**config.mk**
```make
export PLATFORM = sky130hd
export DESIGN_NAME = pinc_loader
export DESIGN_NICKNAME = d
export VERILOG_FILES = /design/src/rtl/pinc_ld_pkg.sv /design/src/rtl/pinc_sync.sv /design/src/rtl/pinc_settle.sv /design/src/rtl/pinc_write_fsm.sv /design/src/rtl/pinc_loader.sv
export SDC_FILE = /design/constraint.sdc
export NUM_CORES = 1
export LEC_CHECK = 0
export BUFFER_PORTS_ARGS = -buffer_cell sky130_fd_sc_hd__buf_4
export CELL_PAD_IN_SITES_DETAIL_PLACEMENT = 1
export CELL_PAD_IN_SITES_GLOBAL_PLACEMENT = 1
export CORE_MARGIN = 4
export CORE_UTILIZATION = 49
export DETAILED_ROUTE_END_ITERATION = 8
export PLACE_DENSITY = 0.94
export SKIP_LAST_GASP = 1
export SLEW_MARGIN = 20
export SYNTH_ARGS = -nofsm -noshare
export SYNTH_HDL_FRONTEND = slang
export SYNTH_HIERARCHICAL = 1
export SYNTH_SLANG_ARGS = --single-unit
```
**constraint.sdc**
```tcl
create_clock -name clk -period 4.5 [get_ports clk]
set_input_delay 1.35 -clock clk [delete_from_list [all_inputs] [get_ports clk]]
set_output_delay 1.35 -clock clk [all_outputs]
set_load 0.01 [all_outputs]
```
**src/rtl/pinc_ld_pkg.sv**
```systemverilog
package pinc_ld_pkg;

  typedef enum logic [1:0] {
    LD_BOOT   = 2'd0,
    LD_IDLE   = 2'd1,
    LD_STROBE = 2'd2
  } ld_state_e;

  localparam int unsigned CNT_W = 4;

  // Saturating increment of a match counter up to lim.
  function automatic logic [CNT_W-1:0] sat_inc(input logic [CNT_W-1:0] c,
                                               input logic [CNT_W-1:0] lim);
    return (c >= lim) ? lim : c + 1'b1;
  endfunction

  // Delivery decision: first word after reset always, afterwards only on change.
  function automatic logic must_deliver(input logic        settled,
                                        input logic        first_pending,
                                        input logic [31:0] cand,
                                        input logic [31:0] last);
    return settled && (first_pending || (cand != last));
  endfunction

endpackage

```
**src/rtl/pinc_sync.sv**
```systemverilog
module pinc_sync #(
  parameter int unsigned WIDTH  = 16,
  parameter int unsigned STAGES = 2
) (
  input  logic             clk,
  input  logic             rst_n,
  input  logic [WIDTH-1:0] d_async,
  output logic [WIDTH-1:0] q_sync,
  output logic             q_valid
);

  logic [STAGES-1:0] prime_q;

  // One flop chain per bit; every bit settles independently.
  for (genvar b = 0; b < WIDTH; b++) begin : g_bit
    logic [STAGES-1:0] chain_q;
    always_ff @(posedge clk or negedge rst_n) begin
      if (!rst_n) chain_q <= '0;
      else        chain_q <= {chain_q[STAGES-2:0], d_async[b]};
    end
    assign q_sync[b] = chain_q[STAGES-1];
  end

  // Marks when the chains hold sampled input rather than reset contents.
  always_ff @(posedge clk or negedge rst_n) begin
    if (!rst_n) prime_q <= '0;
    else        prime_q <= {prime_q[STAGES-2:0], 1'b1};
  end
  assign q_valid = prime_q[STAGES-1];

endmodule

```
**src/rtl/pinc_settle.sv**
```systemverilog
module pinc_settle
  import pinc_ld_pkg::*;
#(
  parameter int unsigned WIDTH       = 16,
  parameter int unsigned MATCH_CYCLES = 2
) (
  input  logic             clk,
  input  logic             rst_n,
  input  logic [WIDTH-1:0] in_word,
  input  logic             in_valid,
  output logic             settled,
  output logic [WIDTH-1:0] settled_word
);

  localparam logic [CNT_W-1:0] LIM = CNT_W'(MATCH_CYCLES);

  logic [WIDTH-1:0] cand_q;
  logic [CNT_W-1:0] cnt_q;

  always_ff @(posedge clk or negedge rst_n) begin
    if (!rst_n) begin
      cand_q <= '0;
      cnt_q  <= '0;
    end else if (!in_valid) begin
      cnt_q  <= '0;
    end else if (cnt_q == '0 || in_word != cand_q) begin
      cand_q <= in_word;
      cnt_q  <= CNT_W'(1);
    end else begin
      cnt_q  <= sat_inc(cnt_q, LIM);
    end
  end

  assign settled      = (cnt_q == LIM);
  assign settled_word = cand_q;

endmodule

```
**src/rtl/pinc_write_fsm.sv**
```systemverilog
module pinc_write_fsm
  import pinc_ld_pkg::*;
#(
  parameter int unsigned WIDTH = 16
) (
  input  logic             clk,
  input  logic             rst_n,
  input  logic             settled,
  input  logic [WIDTH-1:0] settled_word,
  output logic             wr_strobe,
  output logic [WIDTH-1:0] wr_word,
  output logic [WIDTH-1:0] last_word,
  output logic             load_done,
  output logic             deliver_evt
);

  ld_state_e        state_q, state_d;
  logic [WIDTH-1:0] word_q;
  logic [WIDTH-1:0] last_q;

  assign deliver_evt = (state_q != LD_STROBE) &&
                       must_deliver(settled, state_q == LD_BOOT,
                                    32'(settled_word), 32'(last_q));

  always_comb begin
    state_d = state_q;
    unique case (state_q)
      LD_BOOT, LD_IDLE: if (deliver_evt) state_d = LD_STROBE;
      LD_STROBE:        state_d = LD_IDLE;
      default:          state_d = LD_BOOT;
    endcase
  end

  always_ff @(posedge clk or negedge rst_n) begin
    if (!rst_n) begin
      state_q <= LD_BOOT;
      word_q  <= '0;
      last_q  <= '0;
    end else begin
      state_q <= state_d;
      if (deliver_evt) begin
        word_q <= settled_word;
        last_q <= settled_word;
      end
    end
  end

  assign wr_strobe = (state_q == LD_STROBE);
  assign wr_word   = word_q;
  assign last_word = last_q;
  assign load_done = (state_q != LD_BOOT);

endmodule

```
**src/rtl/pinc_loader.sv**
```systemverilog
module pinc_loader #(
  parameter int unsigned WIDTH        = 16,
  parameter int unsigned SYNC_STAGES  = 2,
  parameter int unsigned MATCH_CYCLES = 2
) (
  input  logic             clk,
  input  logic             rst_n,
  input  logic [WIDTH-1:0] pinc_async,
  output logic             nco_wr,
  output logic [WIDTH-1:0] nco_pinc,
  output logic [WIDTH-1:0] pinc_shadow
);

  logic [WIDTH-1:0] sync_word;
  logic             sync_valid;
  logic             settle_hit;
  logic [WIDTH-1:0] settle_word;
  logic             load_done;
  logic             deliver_evt;

  pinc_sync #(.WIDTH(WIDTH), .STAGES(SYNC_STAGES)) u_sync (
    .clk     (clk),
    .rst_n   (rst_n),
    .d_async (pinc_async),
    .q_sync  (sync_word),
    .q_valid (sync_valid)
  );

  pinc_settle #(.WIDTH(WIDTH), .MATCH_CYCLES(MATCH_CYCLES)) u_settle (
    .clk          (clk),
    .rst_n        (rst_n),
    .in_word      (sync_word),
    .in_valid     (sync_valid),
    .settled      (settle_hit),
    .settled_word (settle_word)
  );

  pinc_write_fsm #(.WIDTH(WIDTH)) u_fsm (
    .clk          (clk),
    .rst_n        (rst_n),
    .settled      (settle_hit),
    .settled_word (settle_word),
    .wr_strobe    (nco_wr),
    .wr_word      (nco_pinc),
    .last_word    (pinc_shadow),
    .load_done    (load_done),
    .deliver_evt  (deliver_evt)
  );

endmodule

```
Word-level counts from Yosys, hierarchy flattened:

Index checks and enable logic that the tools add are counted.
Widths: inputs -> output; s select.

* output and inout port bits: 33
* memory bits (read-only): 0
* memory bits (writable): 0
* bits in registers: 72
* bits in latches: 0
* bits of input ports: 18
* logic and storage cells: 43
* memories: 0

* divide/modulo/power cells: 0
* shift-type cells: 0
* bitwise gates (word level): 0
* reduce and logical (&&, ||, !) cells: 8
* multipliers: 0
* magnitude comparators: 1
* multiplexer cells: 5
* equal/unequal tests: 7
* $add $sub $neg: 1

Operators by type and width (number)
* $ne 16x16->1: 2
* $mux 4: 3
* $add 4x1->4 const B: 1
* $eq 4x2->1 const B: 1
* $ge 4x2->1 const B: 1
* $logic_not 4->1: 1
* $ne 2x2->1 const B: 2
* $pmux 2 s2: 1
* $eq 2x1->1 const B: 1
* $eq 2x2->1 const B: 1
* $logic_and 1x1->1: 2
* $logic_not 2->1: 1
* $logic_or 1x1->1: 2
* $mux 2: 1
* $reduce_and 2->1: 1
* $reduce_or 2->1: 1

Depth between registers and ports, before layout:

* word-level depth: 6
* mapped depth: 7

Cells and area by module:

The synthesis kept the hierarchy.

By module, submodules not included
* pinc_settle: area an instance 1063.5 sq um, cells each 77, instances 1
* pinc_write_fsm: area an instance 1033.5 sq um, cells each 82, instances 1
* pinc_sync: area an instance 974.7 sq um, cells each 51, instances 1

Worst setup path before layout:

No wires, ideal clock.

* path kind: reg2out
* start point: register u_fsm.state_q[1]
* end point: output nco_wr
* arrival time: 617 ps
* stages on the path, launching flop included: 3
* slack: 2533 ps
* cells stage by stage: dfrtp_1 > inv_1 > nor2_1

* word-level cells in the longest chain between the ends: 1

Ends and longest elaborated chain
* start, declared: RTL line pinc_write_fsm.sv:17 `ld_state_e state_q, state_d;`
* start signal, assigned: RTL line pinc_write_fsm.sv:40 `state_q <= state_d;`
* $eq 2x2->1: RTL line pinc_write_fsm.sv:48 `assign wr_strobe = (state_q == LD_STROBE);`
* end, declared: RTL line pinc_loader.sv:9 `output logic nco_wr,`

No other way between the ends.

Final worst setup path:

Ends and elaborated chain as after synthesis.

==> results by group <==
Setup path
  – Crit. End Element: output port
  – CP max FO: 3
  – Required @ worst endpoint: around 3200 ps
  – Crit Path Class: reg -> out
  – Worst Setup Start Kind: register
  – CP arrival: 1110 ps
  – Crit. Startpoint: u_fsm/state_q[1]
  – Worst r2r src: u_settle/cnt_q[1]

Global routing
  – Initial antenna violation count: 0
  – Largest net degree at the start of global routing: 73
  – Vias in the first global route: 1863
  – GR Overflow Total: 0
  – Global-route wire length before repair: 9610 um
  – GRT Util Overall: ~17%

Die
  – # IOs: between 50 and 60
  – Die span in x: between 80 and 90 um
  – # rows: 28
  – Die height: around 87 um
  – Initial Util: 51.3%
  – CORE AREA: between 5000 and 6000 um2
  – Die ar.: between 7000 and 8000 um2

Timing
  – Final period util: 54.8%
  – Minimum clock period: between 2000 and 2500 ps
  – Slew Viols, Final: 0
  – RSZ-0062 raised after global routing: no
  – Slew HR: 41.9%
  – Post-route clock skew: roughly 7.6 ps
  – Worst Max-Slew Pin Slew: about 870 ps
  – Setup violators final: 0
  – Final Hold Vio Count: 0
  – Max Fclk: 406 MHz
  – Setup TNS Final: 0 ps

Routing
  – Vias after detailed routing: around 1.6k
  – Wire per inst: 18.3 um
  – Vias per cell: between 5 and 6
  – Detailed Route Iter0 Violations: 49
  – DRT Pass-1 Iters: 4
  – Routed WL: between 5000 and 6000 um
  – DRT antenna net count: 0
  – Drc violations: 0

Finish
  – Nets: approximately 260
  – Filler Cell Count: between 500 and 600
  – Synth-to-Final Area Change: 13.9%
  – Fin area: about 3500 um2
  – ANT cells: 0
  – Ratio of cells with drive above 1 in the final layout: 42.3%

Place
  – GPL Wtd Cong: approximately 0.74
  – Post-DP Area: about 3300 um2
  – Number of port buffers: 50
  – Hpwl dp: between 3000 and 4000 um

Logic synthesis
  – Avg Cell Area, Syn: ~15 um2
  – Synth Area in XOR/XNOR: approximately a tenth
  – Synth Area in Compound Gates: 2.48%
  – Post-Synth Simple-Gate Area: approximately 4.7%
  – Synth top area cells: dfrtp_1, mux2_4, buf_4, xor2_1, xnor2_1
  – YS warnings: 6
  – Seq/Total Area, Yosys: about three fifths
  – Synth Area in Adders: 1.22%
  – Synth area leader: dfrtp_1
  – Share of the synthesized area in the top cell type: 58.7%
  – Cells after Synth: between 200 and 250
  – Largest family of logic cells by synthesized area: multiplexers
  – Yosys cell types: 31
  – Multiplexer area fraction after synthesis: roughly 14%
  – Syn_nets: about 230
  – Synthesized area: 3070 um2
  – #FFs+latches synth: slightly above 70

Outcome
  – Outcome: finished clean

Power and ir drop
  – Worst VDD drop: 0.240 mV
  – Leak Pwr: roughly 1.7 nW
  – P per Cell Area: between 300 and 400 nW/um2
  – Total chip power: 1.38 mW

Clocking
  – Root Buffer: clkbuf_8
  – Clk buf depth: 2
  – # resized after CTS: 0
  – Clock sinks: 72
  – Htree depth: 3
  – TritonCTS clock tree: built
  – Cts hold-fix bufs: 0
  – Total CTS buffers: 9
  – Reg clk slew, reported paths: about 70 ps
  – Post-CTS Setup Repair Bufs: 0
  – Worst-Skew Late Latency: between 300 and 400 ps

Worst hold path
  – Hold Startpoint: u_sync/g_bit[6].chain_q[0]
  – HP Class: reg -> reg

Job
  – MaxCap Viol Count: 0
-- critical path, stage by stage, from the launching register on --
cell and delay [ps]:
dfrtp_1 410, inv_1 160, nor2_1 70, buf_4 140
-- logic make-up after synthesis --
kind of cell,count (synthesis)
compound gates,6
xor+xnor,33
fa+ha+maj,3
buf+inv,38
flops,72
mux,32
other cells,2
simple gates,24
-- power by group --
group | internal, mW | switching [mW] | leakage, nW | total, mW
clock network | 0.358 | 0.222 | 0.117 | 0.581
logic | 0.0486 | 0.0412 | 0.689 | 0.0898
registers | 0.678 | 0.0319 | 0.886 | 0.710
-- state kept, by name, indices dropped and copies added (netlist names) --
| name | flops |
|---|---|
| u_fsm/wr_word | 16 |
| u_sync/g_bit.chain_q | 32 |
| u_sync/prime_q | 2 |
| u_settle/settled_word | 16 |
| u_settle/cnt_q | 4 |
| u_fsm/state_q | 2 |
-- cell usage in the layout (no fill, tap or decap), types with 2 or more instances in the layout --
cell type  synthesis  final
nor4_1             3      3
nand4_1            2      2
mux2_1             3      3
mux2_2            11     11
ha_1               3      3
nand3_2            2      2
nor2_1             5      5
buf_4             32     50
clkbuf_8           0     12
o21ai_4            2      2
conb_1             2      2
mux2_4            18     18
xor2_1            18     18
xnor2_1           15     15
clkbuf_1           1      2
inv_1              3      3
and3_1             3      3
dfrtp_1           72     72
bufinv_16          0      2
nand2_1            2      2
-- layer usage --
metal  wire [um]  global-route usage, %  share of wire [%]  vias to the layer above
li1            -                      -                  -                      714
met5           0                      0                  0                        -
met1        2380                   20.1                 41                      830
met3         265                   4.73                4.6                       18
met2        2990                   29.3                 52                       45
met4         167                   7.67                2.9                        0
-- cell type report --
class | instances | area, um2 | area share (%)
Timing Repair Buffer | 50 | 375 | 10.7
Clock buffer | 14 | 173 | 4.94
Sequential cell | 72 | 1800 | 51.5
Clock inverter | 2 | 60.1 | 1.72
Inverter | 3 | 11.3 | 0.322
Multi-Input combinational cell | 100 | 983 | 28.1
Tap cell | 75 | 93.8 | 2.68
-- cells in the mapped netlist (all sizes together) --
library cell   n
a2111oi        1
a21oi          1
and2           1
and3           3
buf           34
clkbuf         1
conb           2
dfrtp         72
ha             3
inv            3
mux2          32
nand2          2
nand3          3
nand4          2
nor2           6
nor3           2
nor4           3
nor4bb         1
o211a          1
o21ai          2
o31a           1
or2            1
xnor2         15
xor2          18
-- final timing paths --
kind | depth (start not counted) | slack [ps] | end
max | 3 | 2040 | nco_wr
max in group asynchronous | 1 | 2810 | u_sync/g_bit[1].chain_q[1]
max reg2reg | 6 | 2260 | u_settle/settled_word[15]
min in group asynchronous | 1 | 1120 | u_fsm/wr_word[5]
min reg2reg | 0 | 350 | u_sync/g_bit[6].chain_q[1]
min | 0 | 350 | u_sync/g_bit[6].chain_q[1]
-- through the flow --
stage | hold WS, ps | util, % | setup slack [ps] | instances
final | 350 | 58.4 | 2040 | 316
after global routing | 353 | 58.4 | 1960 | 316
after floorplan | 331 | - | 2530 | 210
after detailed placement | 336 | 54.5 | 2270 | 300
after CTS | 349 | 58.4 | 2020 | 316
after global placement | 332 | 54.5 | 2360 | 300
(Power assumes the default switching activity.)
